File: src/rtl/spc_pkg.sv
package spc_pkg;
   localparam int MODE_W   = 3;
   localparam int REG_W    = MODE_W + 1;
   localparam int CE_W     = 5;
   localparam int HALT_CYC = 4;

   localparam int CE_CPU   = 0;
   localparam int CE_IO    = 1;
   localparam int CE_ADC   = 2;
   localparam int CE_ATMR  = 3;
   localparam int CE_OSC   = 4;

   typedef logic [MODE_W-1:0] spc_mode_t;
   typedef logic [CE_W-1:0]   spc_ce_t;

   localparam spc_mode_t MODE_IDLE  = 3'b000;
   localparam spc_mode_t MODE_ADCQ  = 3'b001;
   localparam spc_mode_t MODE_PDOWN = 3'b010;
   localparam spc_mode_t MODE_PSAVE = 3'b011;
   localparam spc_mode_t MODE_RSV0  = 3'b100;
   localparam spc_mode_t MODE_RSV1  = 3'b101;
   localparam spc_mode_t MODE_STBY  = 3'b110;
   localparam spc_mode_t MODE_XSTBY = 3'b111;

   localparam spc_ce_t CE_ALL = '1;

   typedef struct packed {
      spc_mode_t mode;
      logic      en;
   } spc_ctrl_t;

   typedef enum logic [1:0] {
      ST_ACTIVE  = 2'd0,
      ST_SLEEP   = 2'd1,
      ST_STARTUP = 2'd2,
      ST_HALT    = 2'd3
   } spc_state_e;
endpackage

File: src/rtl/spc_ctrl_reg.sv
module spc_ctrl_reg
   import spc_pkg::*;
(
   input  logic             clk,
   input  logic             rst_n,
   input  logic             clr,
   input  logic             we,
   input  logic [REG_W-1:0] wdata,
   output spc_ctrl_t        ctrl
);
   if ($bits(spc_ctrl_t) != REG_W) begin : g_bad_width
      $error("spc_ctrl_reg: control struct width mismatch");
   end

   always_ff @(posedge clk or negedge rst_n) begin
      if (!rst_n) begin
         ctrl <= '0;
      end else if (clr) begin
         ctrl <= '0;
      end else if (we) begin
         ctrl <= spc_ctrl_t'(wdata);
      end
   end
endmodule

File: src/rtl/spc_mode_decode.sv
module spc_mode_decode
   import spc_pkg::*;
#(
   parameter int STARTUP_CYC = 16
) (
   input  spc_mode_t mode,
   input  logic      xtal_src,
   output logic      mode_ok,
   output spc_ce_t   sleep_ce,
   output logic      need_startup
);
   logic osc_stops;

   always_comb begin
      mode_ok  = 1'b1;
      sleep_ce = '0;
      unique case (mode)
         MODE_IDLE: begin
            sleep_ce[CE_IO]   = 1'b1;
            sleep_ce[CE_ADC]  = 1'b1;
            sleep_ce[CE_ATMR] = 1'b1;
            sleep_ce[CE_OSC]  = 1'b1;
         end
         MODE_ADCQ: begin
            sleep_ce[CE_ADC]  = 1'b1;
            sleep_ce[CE_ATMR] = 1'b1;
            sleep_ce[CE_OSC]  = 1'b1;
         end
         MODE_PDOWN: sleep_ce = '0;
         MODE_PSAVE: sleep_ce[CE_ATMR] = 1'b1;
         MODE_STBY: begin
            sleep_ce[CE_OSC] = 1'b1;
            mode_ok          = xtal_src;
         end
         MODE_XSTBY: begin
            sleep_ce[CE_ATMR] = 1'b1;
            sleep_ce[CE_OSC]  = 1'b1;
            mode_ok           = xtal_src;
         end
         default: begin
            mode_ok  = 1'b0;
            sleep_ce = CE_ALL;
         end
      endcase
   end

   assign osc_stops = ~sleep_ce[CE_OSC];

   if (STARTUP_CYC == 0) begin : g_no_startup
      assign need_startup = 1'b0;
      logic unused_osc;
      assign unused_osc = osc_stops;
   end else begin : g_startup
      assign need_startup = osc_stops;
   end
endmodule

File: src/rtl/spc_wake_seq.sv
module spc_wake_seq
   import spc_pkg::*;
#(
   parameter int STARTUP_CYC = 16
) (
   input  logic       clk,
   input  logic       rst_n,
   input  logic       wake_rst,
   input  logic       sleep_instr,
   input  logic       sleep_en,
   input  logic       mode_ok,
   input  spc_ce_t    sleep_ce,
   input  logic       need_startup,
   input  logic       irq_req,
   output spc_state_e state,
   output spc_ce_t    clk_en,
   output logic       irq_wake,
   output logic       rst_wake,
   output logic       sleep_err
);
   localparam int LONGEST = (STARTUP_CYC > HALT_CYC) ? STARTUP_CYC : HALT_CYC;
   localparam int CNT_W   = $clog2(LONGEST + 1);
   localparam int SU_LOAD = (STARTUP_CYC > 0) ? STARTUP_CYC - 1 : 0;

   logic [CNT_W-1:0] cnt;
   logic             slow_wake;

   always_ff @(posedge clk or negedge rst_n) begin
      if (!rst_n) begin
         state     <= ST_ACTIVE;
         cnt       <= '0;
         clk_en    <= CE_ALL;
         slow_wake <= 1'b0;
         irq_wake  <= 1'b0;
         rst_wake  <= 1'b0;
         sleep_err <= 1'b0;
      end else begin
         irq_wake  <= 1'b0;
         rst_wake  <= 1'b0;
         sleep_err <= 1'b0;
         if (wake_rst) begin
            rst_wake <= (state != ST_ACTIVE);
            state    <= ST_ACTIVE;
            clk_en   <= CE_ALL;
            cnt      <= '0;
         end else begin
            unique case (state)
               ST_ACTIVE: begin
                  if (sleep_instr && sleep_en) begin
                     if (mode_ok) begin
                        state     <= ST_SLEEP;
                        clk_en    <= sleep_ce;
                        slow_wake <= need_startup;
                     end else begin
                        sleep_err <= 1'b1;
                     end
                  end
               end
               ST_SLEEP: begin
                  if (irq_req) begin
                     clk_en <= CE_ALL;
                     if (slow_wake) begin
                        state <= ST_STARTUP;
                        cnt   <= CNT_W'(SU_LOAD);
                     end else begin
                        state <= ST_HALT;
                        cnt   <= CNT_W'(HALT_CYC - 1);
                     end
                  end
               end
               ST_STARTUP: begin
                  if (cnt == '0) begin
                     state <= ST_HALT;
                     cnt   <= CNT_W'(HALT_CYC - 1);
                  end else begin
                     cnt <= cnt - 1'b1;
                  end
               end
               ST_HALT: begin
                  if (cnt == '0) begin
                     state    <= ST_ACTIVE;
                     irq_wake <= 1'b1;
                  end else begin
                     cnt <= cnt - 1'b1;
                  end
               end
               default: state <= ST_ACTIVE;
            endcase
         end
      end
   end
endmodule

File: src/rtl/sleep_power_ctrl.sv
module sleep_power_ctrl
   import spc_pkg::*;
#(
   parameter int STARTUP_CYC = 16
) (
   input  logic             clk,
   input  logic             rst_n,
   input  logic             wake_rst,
   input  logic             reg_we,
   input  logic [REG_W-1:0] reg_wdata,
   output logic [REG_W-1:0] reg_rdata,
   input  logic             sleep_instr,
   input  logic             irq_req,
   input  logic             xtal_src,
   output logic             cpu_halt,
   output logic             asleep,
   output logic [CE_W-1:0]  clk_en,
   output logic             irq_wake,
   output logic             rst_wake,
   output logic             sleep_err
);
   if (STARTUP_CYC < 0 || STARTUP_CYC > 65535) begin : g_bad_startup
      $error("sleep_power_ctrl: STARTUP_CYC out of range");
   end

   spc_ctrl_t  ctrl;
   logic       mode_ok;
   spc_ce_t    sleep_ce;
   logic       need_startup;
   spc_state_e state;

   spc_ctrl_reg u_reg (
      .clk   (clk),
      .rst_n (rst_n),
      .clr   (wake_rst),
      .we    (reg_we),
      .wdata (reg_wdata),
      .ctrl  (ctrl)
   );

   spc_mode_decode #(.STARTUP_CYC(STARTUP_CYC)) u_dec (
      .mode         (ctrl.mode),
      .xtal_src     (xtal_src),
      .mode_ok      (mode_ok),
      .sleep_ce     (sleep_ce),
      .need_startup (need_startup)
   );

   spc_wake_seq #(.STARTUP_CYC(STARTUP_CYC)) u_seq (
      .clk          (clk),
      .rst_n        (rst_n),
      .wake_rst     (wake_rst),
      .sleep_instr  (sleep_instr),
      .sleep_en     (ctrl.en),
      .mode_ok      (mode_ok),
      .sleep_ce     (sleep_ce),
      .need_startup (need_startup),
      .irq_req      (irq_req),
      .state        (state),
      .clk_en       (clk_en),
      .irq_wake     (irq_wake),
      .rst_wake     (rst_wake),
      .sleep_err    (sleep_err)
   );

   assign reg_rdata = ctrl;
   assign cpu_halt  = (state != ST_ACTIVE);
   assign asleep    = (state == ST_SLEEP);
endmodule

File: config.mk
export PLATFORM = sky130hd
export DESIGN_NAME = sleep_power_ctrl
export DESIGN_NICKNAME = d
export VERILOG_FILES = /design/src/rtl/spc_pkg.sv /design/src/rtl/spc_ctrl_reg.sv /design/src/rtl/spc_mode_decode.sv /design/src/rtl/spc_wake_seq.sv /design/src/rtl/sleep_power_ctrl.sv
export SDC_FILE = /design/constraint.sdc
export NUM_CORES = 1
export LEC_CHECK = 0
export ABC_AREA = 1
export BUFFER_PORTS_ARGS = -buffer_cell sky130_fd_sc_hd__buf_2
export CORE_MARGIN = 2
export CORE_UTILIZATION = 50
export DETAILED_ROUTE_END_ITERATION = 8
export PLACE_DENSITY = 0.73
export SLEW_MARGIN = 20
export SYNTH_ARGS = -nofsm -noshare
export SYNTH_HDL_FRONTEND = slang
export SYNTH_HIERARCHICAL = 1
export SYNTH_SLANG_ARGS = --single-unit
export TNS_END_PERCENT = 50
File: constraint.sdc
create_clock -name clk -period 1.7 [get_ports clk]
set_input_delay 0.085 -clock clk [delete_from_list [all_inputs] [get_ports clk]]
set_output_delay 0.085 -clock clk [all_outputs]
set_load 0.05 [all_outputs]
# Yosys cells after proc, flatten, opt, wreduce, memory -nomap -nowiden

Cells that the tools add are included.

Register bits: 20
Bits in latches: 0
Bits in writable memories: 0
Memory bits (read-only): 0
Bits of input ports: 11
Output and inout port bits: 14
Logic and storage cells: 79
Memories: 0

Add/subtract/negate cells: 1
Multiply operators: 0
Divide/modulo/power cells: 0
$lt $le $gt $ge: 0
Equality and inequality tests: 14
Shift-type cells: 0
Multiplexer cells: 35
Bitwise operators: 1
Reduce and logical (&&, ||, !) cells: 19

Operators by type and width:

| kind                  | number |
|---|---|
| $mux W5               | 8 |
| $pmux W5 S3           | 1 |
| $mux W1               | 14 |
| $mux W2               | 6 |
| $mux W4               | 3 |
| $pmux W5 S2           | 1 |
| $ne A3 B2 Y1 const B  | 3 |
| $ne A3 B3 Y1 const B  | 3 |
| $pmux W2 S4           | 1 |
| $reduce_and A4 Y1     | 2 |
| $reduce_or A4 Y1      | 2 |
| $eq A3 B2 Y1 const B  | 2 |
| $eq A3 B3 Y1 const B  | 2 |
| $reduce_or A2 Y1      | 3 |
| $reduce_or A6 Y1      | 1 |
| $logic_not A5 Y1      | 1 |
| $reduce_and A5 Y1     | 1 |
| $reduce_or A5 Y1      | 1 |
| $sub A5 B1 Y5 const B | 1 |
| $eq A2 B2 Y1 const B  | 2 |
| $reduce_bool A2 Y1    | 2 |
| $reduce_bool A4 Y1    | 1 |
| $eq A3 B1 Y1 const B  | 1 |
| $logic_not A3 Y1      | 1 |
| other kinds (7)       | 7 |

# Logic depth before layout (Yosys ltp)

Gate-level depths: netlist of the first run.

Word-level depth: 7
Mapped depth: 10

# Cells and area by module

Netlist of the first run, hierarchy kept.

Modules (own cells, without submodules):

| module           | instances | cells an instance | area an instance (sq um) | sequential area each (sq um) |
|---|---|---|---|---|
| spc_wake_seq     | 1         | 133               | 1049.8                   | 406.6 |
| spc_ctrl_reg     | 1         | 18                | 160.2                    | 100.1 |
| spc_mode_decode  | 1         | 11                | 48.8                     | 0.0 |
| sleep_power_ctrl | 1         | 4                 | 17.5                     | 0.0 |

# Worst setup path before layout of the first run

No wires, ideal clock.

Kind: reg2reg
Start point: register, netlist name u_reg/ctrl[2]
End point: register u_seq.state[0]
Setup time: 117 ps
Arrival time: 1357 ps
Slack: 226 ps
Stages on the path, launching flop included: 10
Path buffers: 0
Period minus slack after synthesis: 1474 ps
Cells stage by stage: dfrtp_1 nand2_1 nand2_1 inv_1 o21ai_2 nand2_2 inv_4 nand2_2 nand2_1 nand2_1

Longest elaborated chain between the ends: 5
Elaborated cells between the ends (all ways): 11
Those cells by class: eq/ne (6); mux (1); reduce/logical (4)

RTL lines:

| item                                                                         | line                   | source |
|---|---|---|
| $eq A3 B1 Y1, or another cell as far along                                   | spc_mode_decode.sv:17  | `unique case (mode)` |
| $reduce_or A4 Y1 (no source line) / $reduce_or A2 Y1 (equally long branches) | n/a                    |  |
| $pmux W1 S2 *                                                                | spc_mode_decode.sv:17  |  |
| via mode_ok                                                                  | sleep_power_ctrl.sv:27 | `logic mode_ok;` |
| $ne A3 B3 Y1 (no source line) *                                              | n/a                    |  |
| $reduce_and A5 Y1 (no source line) *                                         | n/a                    |  |
| to (signal assigned)                                                         | spc_wake_seq.sv:30     | `state <= ST_ACTIVE;` |
| to (signal assigned)                                                         | spc_wake_seq.sv:43     | `state <= ST_ACTIVE;` |
| to (signal assigned)                                                         | spc_wake_seq.sv:51     | `state <= ST_SLEEP;` |
| to (decl)                                                                    | spc_wake_seq.sv:15     | `output spc_state_e state,` |

Mark *: on every way through the listed nets, which the timed path passes. The rest lies on a longest branch.
A chain may end at the register's enable or synchronous reset.

# Final worst setup path of the first run

Start point: register u_seq.state[1]
End point: register u_seq.cnt[2]

Longest elaborated chain between the ends: 3
Elaborated cells between the ends (all ways): 9
Those cells by class: eq/ne (5); mux (2); reduce/logical (2)

RTL lines:

| item                                                                 | line               | source |
|---|---|---|
| $eq A2 B2 Y1 / $eq A2 B1 Y1 (equally long branches)                  | spc_wake_seq.sv:47 | `unique case (state)` |
| $ne A3 B3 Y1 (no source line), or another cell as far along          | n/a                |  |
| $reduce_and A3 Y1 (no source line) / $mux W5 (equally long branches) | n/a                |  |
| to (signal assigned)                                                 | spc_wake_seq.sv:64 | `cnt <= CNT_W'(SU_LOAD);` |
| to (signal assigned)                                                 | spc_wake_seq.sv:67 | `cnt <= CNT_W'(HALT_CYC - 1);` |
| to (signal assigned)                                                 | spc_wake_seq.sv:74 | `cnt <= CNT_W'(HALT_CYC - 1);` |
| to (decl)                                                            | spc_wake_seq.sv:25 | `logic [CNT_W-1:0] cnt;` |

Parallel ways exist; a longest one is shown, timed or not.

==> impl_summary.log, run 1 <==
[metrics] outcome: complete, no violations
[metrics] number of nets in the final layout: 214
[metrics] Distinct cells, synth: 25
[metrics] Layout area overhead: 18.2%
[metrics] Initial Utilization: 0.520
[metrics] Num CTS Buffers: 3
[metrics] Clk pin slew, worst setup/hold paths: 0.12 ns
[metrics] maximum root-to-sink buffer count: 2
[metrics] number of failing hold endpoints at the final stage: 0
[metrics] Hold/Removal Path Class: in -> reg
[metrics] number of antenna violations at the first check in global routing: 0
[metrics] number of antenna-violating nets in the routed design: 0
[metrics] routed wire length: 2660 µm
[metrics] sum of negative setup slack: 0 ns
[metrics] kind of end point of the critical path: register
[metrics] post-layout min period: 1.56 ns
[metrics] Setup Fix Bufs, Post-CTS: 0
[metrics] HPWL Detailed: 2010 µm
[metrics] critical path type: reg -> reg
[metrics] post-route cell area: 1510 µm²
[metrics] min-delay src: reg_wdata[1]
[metrics] Final Max Slew Viols: 0
[metrics] ant diodes: 0
[metrics] RSZ-0062 raised after global routing: no
[metrics] worst path arrival time: roughly 1.8 ns
[metrics] area of the mapped netlist: 1280 µm²
[metrics] global-route congestion overflow total: 0
[metrics] r2r startpoint: u_seq/state[1]$_DFFE_PN0P_
[metrics] pin count of the biggest net entering global routing: 21
[metrics] worst voltage drop across the vdd grid: 0.00118 V
[metrics] Top Ports: 25
[metrics] worst-skew pair later-pin latency: 0.30 ns
[metrics] per-instance average area after synthesis: 7.69 µm²
[metrics] post-synth net total: approximately 180
[metrics] instance count of the mapped netlist: 166
[metrics] global-route wire length before repair: 4550 µm
[metrics] maximum clock rate: approximately 640 MHz
[metrics] average detailed-routed wire length per instance: 11.8 µm
[metrics] biggest fanout along the worst timing path: 7
[metrics] layout cells sized above 1: 0.311
[metrics] Slew @ Worst Pin: 0.464 ns
[metrics] number of sinks on the clock net: 20
[metrics] endpoints failing setup: 0
[metrics] GP Congestion: approximately 0.90
[metrics] clk_skew: 0.00473 ns
[metrics] number of global-route vias before repair: between 1000 and 1500
[metrics] number of remaining DRC errors: 0
[metrics] P per Cell Area: 1810 nW/µm²
[metrics] origin of the worst setup path: u_seq/state[1]$_DFFE_PN0P_
[metrics] worst path required time: approximately 2 ns
[metrics] startpoint kind of the worst setup timing path: register
[metrics] die boundary height: 54.5 µm
[metrics] Maximum Capacitance Violations: 0
[metrics] period utilization: 0.915
[metrics] TritonCTS clock tree: yes
[metrics] Initial DRT Pass Iterations: 4
[metrics] standard-cell row count: 18
[metrics] count of vias placed by the detailed router: roughly 1100
[metrics] Core Region: 2450 µm²
[metrics] number of H-tree levels: 1
[metrics] Seq/Total Area, Yosys: 0.397
[metrics] relative max-transition margin: 0.690
[metrics] Total Die Area: 2970 µm²
[metrics] count of yosys warnings during synthesis: 6
[metrics] PortBufs: 24
[metrics] via/cell ratio: 5.01
[metrics] violation count after the first detailed-routing iteration: 26
[metrics] clock root buffer master: sky130_fd_sc_hd__clkbuf_4
[metrics] share of the core filled with cells: 0.615
[metrics] Static Leak: between 0.0008 and 0.0009 µW
[metrics] all-layer global routing usage: 0.214
[metrics] Die Span X: roughly 55 µm
[metrics] standard cell area after detailed placement: about 1400 µm²
[metrics] FF+latch count, synth: 20
[registers in the layout (all words and copies together), names as in the netlist]
signal / flops
u_reg/ctrl: 4
u_seq/clk_en: 5
u_seq/cnt: 5
u_seq/slow_wake: 1
u_seq/rst_wake: 1
u_seq/state: 2
u_seq/irq_wake: 1
u_seq/sleep_err: 1
[synthesized netlist by cell type]
cell type                  instances  area (µm²)
sky130_fd_sc_hd__nand4_1           3        18.8
sky130_fd_sc_hd__nand4_2           1        12.5
sky130_fd_sc_hd__inv_1            23        86.3
sky130_fd_sc_hd__o21bai_2          1        11.3
sky130_fd_sc_hd__ha_1              6        75.1
sky130_fd_sc_hd__nor2_2            3        18.8
sky130_fd_sc_hd__nand2_1          55         206
sky130_fd_sc_hd__nand2_2           5        31.3
sky130_fd_sc_hd__buf_6             1        11.3
sky130_fd_sc_hd__inv_2             6        22.5
sky130_fd_sc_hd__nand3_1          14        70.1
sky130_fd_sc_hd__nor2_1            8        30.0
sky130_fd_sc_hd__nor4_1            1        6.26
sky130_fd_sc_hd__o21ai_4           1        16.3
sky130_fd_sc_hd__o21ai_1           2        10.0
sky130_fd_sc_hd__nand3b_1          2        15.0
sky130_fd_sc_hd__dfrtp_1          15         375
sky130_fd_sc_hd__inv_4             1        6.26
sky130_fd_sc_hd__o21ai_2           1        8.76
sky130_fd_sc_hd__nand2_4           2        22.5
sky130_fd_sc_hd__nor2_4            5        56.3
sky130_fd_sc_hd__nand3_2           1        10.0
sky130_fd_sc_hd__a21oi_1           3        15.0
sky130_fd_sc_hd__dfstp_2           5         131
sky130_fd_sc_hd__xor2_1            1        8.76
[cell type report]
cell class / count / area (µm²)
fillers: 231 / 946
multi-input cells: 115 / 647
flip-flops and latches: 20 / 507
repair buffers: 27 / 150
inverters: 30 / 115
well taps: 30 / 37.5
clock inverters: 1 / 30.0
clock buffers: 3 / 22.5
[placed cells by master (no fill, tap or decap), types with 2 or more instances in the layout]
| cell type | n |
|---|---|
| sky130_fd_sc_hd__dfrtp_1 | 15 |
| sky130_fd_sc_hd__ha_1 | 6 |
| sky130_fd_sc_hd__nand2_4 | 2 |
| sky130_fd_sc_hd__dfstp_2 | 5 |
| sky130_fd_sc_hd__nand3b_1 | 2 |
| sky130_fd_sc_hd__a21oi_1 | 3 |
| sky130_fd_sc_hd__nand4_1 | 3 |
| sky130_fd_sc_hd__nand3_1 | 14 |
| sky130_fd_sc_hd__o21ai_2 | 2 |
| sky130_fd_sc_hd__inv_2 | 6 |
| sky130_fd_sc_hd__nor2_2 | 3 |
| sky130_fd_sc_hd__nor2_4 | 5 |
| sky130_fd_sc_hd__clkbuf_4 | 3 |
| sky130_fd_sc_hd__nor2_1 | 8 |
| sky130_fd_sc_hd__nand2_1 | 55 |
| sky130_fd_sc_hd__buf_2 | 24 |
| sky130_fd_sc_hd__inv_1 | 23 |
| sky130_fd_sc_hd__dlygate4sd3_1 | 3 |
| sky130_fd_sc_hd__nand2_2 | 5 |
[logic make-up after synthesis]
logic type                 after synthesis  synth area share
and+or+nand+nor                        100             0.390
xor gates and xnor gates                 1           0.00686
DFF                                     20             0.397
AOI/OAI and AO/OA                        8            0.0480
adders and majority gates                6            0.0588
buffers and inverters                   31            0.0990
[power breakdown]
part	internal [µW]	leakage [µW]	switching (µW)
Clock	238	0.0000279	155
Combinational	454	0.000578	1080
Sequential	667	0.000248	135
Total	1360	0.000854	1370
[per-layer routing]
metal  track usage  part of all wire
met1         0.251              0.44
met2         0.382              0.51
met3        0.0301             0.038
met4         0.100             0.015
met5             0                 0
[timing repair]
action / in CTS / in global routing
endpoints found under the hold margin: 17 / 0
resized for setup: 0 / 1
hold buffers: 3 / 0
endpoints found under the setup margin: 0 / 2
[worst paths after layout]
path / endpoint / slack (ns) / cells past startpoint
worst max-delay path: u_seq/cnt[2]$_DFFE_PN0P_ / 0.14 / 9
worst min-delay path: u_reg/ctrl[1]$_DFFE_PN0P_ / 0.01 / 3
worst max register to register: u_seq/cnt[2]$_DFFE_PN0P_ / 0.14 / 9
worst min register to register: u_seq/clk_en[2]$_DFFE_PN1P_ / 0.47 / 2
max in group asynchronous: u_seq/clk_en[1]$_DFFE_PN1P_ / 1.10 / 2
min in group asynchronous: u_seq/cnt[4]$_DFFE_PN0P_ / 0.25 / 2
[critical path: stages (launching register included)]
cell and delay (ns):
sky130_fd_sc_hd__dfrtp_1 0.48, sky130_fd_sc_hd__inv_1 0.12, sky130_fd_sc_hd__ha_1 0.28, sky130_fd_sc_hd__inv_2 0.10, sky130_fd_sc_hd__nor2_4 0.04, sky130_fd_sc_hd__o21bai_2 0.17
sky130_fd_sc_hd__nand2_4 0.11, sky130_fd_sc_hd__nor2_4 0.09, sky130_fd_sc_hd__nand2_1 0.05, sky130_fd_sc_hd__nand2_1 0.07
[metrics by stage]
stage,hold WS (ns),setup WS (ns),power [µW],cells
6_report,0.0142,0.144,2730,226
3_3_place_gp,0.0526,0.205,2270,219
5_1_grt,0.0322,0.0158,2940,226
2_1_floorplan,-0.211,0.226,2010,166
4_1_cts,0.00752,0.129,2740,226
3_5_place_dp,0.0585,0.169,2330,219
Note: power is estimated with default switching activity, not from simulation.
==> run 2: changes to the inputs <==
==> constraint.sdc (replaced) <==
create_clock -name clk -period 2.02 [get_ports clk]
set_input_delay 0.101 -clock clk [delete_from_list [all_inputs] [get_ports clk]]
set_output_delay 0.101 -clock clk [all_outputs]
set_load 0.05 [all_outputs]
==> run 2 against run 1 <==
Net effect: count of clock-buffer cells in the layout is the same; fmax is 0.66% lower; core utilization shrank 0.97 points; sequential share of layout area is 0.54 points higher; critical path depth down 1; flip-flop and latch count stayed put; critical endpoint is now u_seq/cnt[3]$_DFFE_PN0P_.
==> impl_summary.log, run 2 (synthesis results as in run 1) <==
[metrics] outcome: complete, no violations
[metrics] violation count after the first detailed-routing iteration: 15
[metrics] HPWL Detailed: roughly 2000 µm
[metrics] PnR Total Power: 2290 µW
[metrics] most common cell after layout, fill and taps aside: sky130_fd_sc_hd__nand2_1
[metrics] number of antenna-violating nets in the routed design: 0
[metrics] Maximum Capacitance Violations: 0
[metrics] sw power: 1150 µW
[metrics] leading registers by flop count: u_seq/clk_en x5, u_seq/cnt x5, u_reg/ctrl x4
[metrics] Initial DRT Pass Iterations: 4
[metrics] clock root buffer master: sky130_fd_sc_hd__clkbuf_4
[metrics] average detailed-routed wire length per instance: roughly 12 µm
[metrics] M1 WL: roughly 1200 µm
[metrics] pin count of the biggest net entering global routing: 21
[metrics] critical path type: reg -> reg
[metrics] P per Cell Area: 1540 nW/µm²
[metrics] worst-skew pair later-pin latency: roughly 0.30 ns
[metrics] GP Congestion: between 0.8 and 0.9
[metrics] reg-to-reg critical path endpoint: u_seq/cnt[3]$_DFFE_PN0P_
[metrics] Layout area overhead: 16.4%
[metrics] length in cells of the worst reg-to-reg path: 8
[metrics] Initial Utilization: 0.520
[metrics] end of the critical path: u_seq/cnt[3]$_DFFE_PN0P_
[metrics] Post-Layout Cell Count: 224
[metrics] ant diodes: 0
[metrics] number of nets in the final layout: 212
[metrics] Reg power frac: 0.294
[metrics] number of sinks on the clock net: 20
[metrics] Top Ports: 25
[metrics] Hold/Removal Path Class: in -> reg
[metrics] Gate power share: 0.562
[metrics] maximum clock rate: 638 MHz
[metrics] Die Span X: 54.5 µm
[metrics] uppermost routed layer: met4
[metrics] layout cells sized above 1: 0.309
[metrics] count of vias placed by the detailed router: 1117
[metrics] number of H-tree levels: 1
[metrics] period utilization: 0.775
[metrics] Static Leak: between 0.0008 and 0.0009 µW
[metrics] TritonCTS clock tree: yes
[metrics] Switching Fraction: 0.503
[metrics] part of the power in the clock network: 0.144
[metrics] Num CTS Buffers: 3
[metrics] Clk pin slew, worst setup/hold paths: approximately 0.12 ns
[metrics] Core Region: 2450 µm²
[metrics] number of placed instances with taps included: about 220
[metrics] routed wire length: 2630 µm
[metrics] WL met2: 1330 µm
[metrics] global-route wire length before repair: around 4400 µm
[metrics] relative max-transition margin: 0.691
[metrics] endpoints failing setup: 0
[metrics] kind of end point of the critical path: register
[metrics] origin of the worst setup path: u_seq/state[0]$_DFFE_PN0P_
[metrics] clk_skew: ~0.00075 ns
[metrics] worst path arrival time: 1.78 ns
[metrics] PortBufs: 24
[metrics] all-layer global routing usage: 0.208
[metrics] global-route congestion overflow total: 0
[metrics] cell-internal power: 1140 µW
[metrics] Total Die Area: 2970 µm²
[metrics] r2r startpoint: u_seq/state[0]$_DFFE_PN0P_
[metrics] worst hold slack across all endpoints: between 0.015 and 0.02 ns
[metrics] number of antenna violations at the first check in global routing: 0
[metrics] worst voltage drop across the vdd grid: slightly below 0.001 V
[metrics] die boundary height: 54.5 µm
[metrics] RSZ-0062 raised after global routing: no
[metrics] total length of routed met3 wires: 96 µm
[metrics] via/cell ratio: around 5
[metrics] post-layout min period: between 1.5 and 2 ns
[metrics] standard-cell row count: 18
[metrics] most frequent cells in the layout: 55 x sky130_fd_sc_hd__nand2_1, 24 x sky130_fd_sc_hd__buf_2, 23 x sky130_fd_sc_hd__inv_1
[metrics] worst path required time: ~2.2 ns
[metrics] Final Max Slew Viols: 0
[metrics] number of failing hold endpoints at the final stage: 0
[metrics] sum of negative setup slack: 0 ns
[metrics] startpoint kind of the worst setup timing path: register
[metrics] number of remaining DRC errors: 0
[metrics] FF-to-FF setup slack: between 0.4 and 0.5 ns
[metrics] number of global-route vias before repair: 1095
[metrics] biggest fanout along the worst timing path: 6
[metrics] Slew @ Worst Pin: ~0.46 ns
[metrics] maximum root-to-sink buffer count: 2
-- run 2: cell types whose count changed in the layout (fill, tap and decap cells not counted) --
cell                            previous run  this run
sky130_fd_sc_hd__dlygate4sd3_1             3         1
sky130_fd_sc_hd__o21ai_2                   2         1
sky130_fd_sc_hd__o21ai_1                   1         2
-- run 2: final cells by class --
class,count,area (µm²)
Clock buffer,3,22.5
Sequential cell,20,507
Fill cell,238,970
Tap cell,30,37.5
Clock inverter,1,30.0
Multi-Input combinational cell,115,643
Inverter,30,115
Timing Repair Buffer,25,130
-- run 2: worst min path at each step --
stage	startpoint	end	slack, ns	depth (start not counted)
CTS	reg_wdata[0]	u_reg/ctrl[0]$_DFFE_PN0P_	0.008	3
floorplan	rst_n	u_reg/ctrl[0]$_DFFE_PN0P_	-0.19	0
finish	reg_wdata[2]	u_reg/ctrl[2]$_DFFE_PN0P_	0.02	3
global placement	rst_n	u_seq/cnt[4]$_DFFE_PN0P_	0.07	1
detailed placement	rst_n	u_seq/cnt[2]$_DFFE_PN0P_	0.07	1
global route	reg_wdata[0]	u_reg/ctrl[0]$_DFFE_PN0P_	0.02	3
-- run 2: what timing repair did --
item / in CTS / in global routing
resized for setup: 0 / 0
endpoints found under the hold margin: 15 / 0
hold buffers: 1 / 0
buffers inserted: 0 / 0
-- run 2: metrics by stage --
step                 util  cell area [µm²]  setup WS, ns
finish              0.605             1490         0.454
global route        0.605             1490         0.266
global placement    0.580             1420         0.525
CTS                 0.605             1490         0.449
detailed placement  0.580             1420         0.489
floorplan               -             1280         0.546
-- run 2: metal layers --
layer  up-vias  GRT usage
met2        25      0.371
met1       517      0.243
met4         0      0.100
li1        569          -
met3         6     0.0301
met5         -          0
-- run 2: worst max-delay path, stage by stage, from the launching register on --
cell	delay, ns
sky130_fd_sc_hd__dfrtp_1	0.45
sky130_fd_sc_hd__inv_1	0.12
sky130_fd_sc_hd__ha_1	0.24
sky130_fd_sc_hd__nor2_1	0.12
sky130_fd_sc_hd__inv_1	0.11
sky130_fd_sc_hd__o21ai_1	0.25
sky130_fd_sc_hd__nor2_4	0.07
sky130_fd_sc_hd__nand2_1	0.06
sky130_fd_sc_hd__nand2_1	0.05
-- run 2: power groups by stage --
stage	logic [µW]	clock network (µW)	registers, µW
4_1_cts	1290	339	674
6_report	1290	330	674
3_3_place_gp	1230	0	675
3_5_place_dp	1280	0	681
2_1_floorplan	817	0	879
5_1_grt	1420	352	692
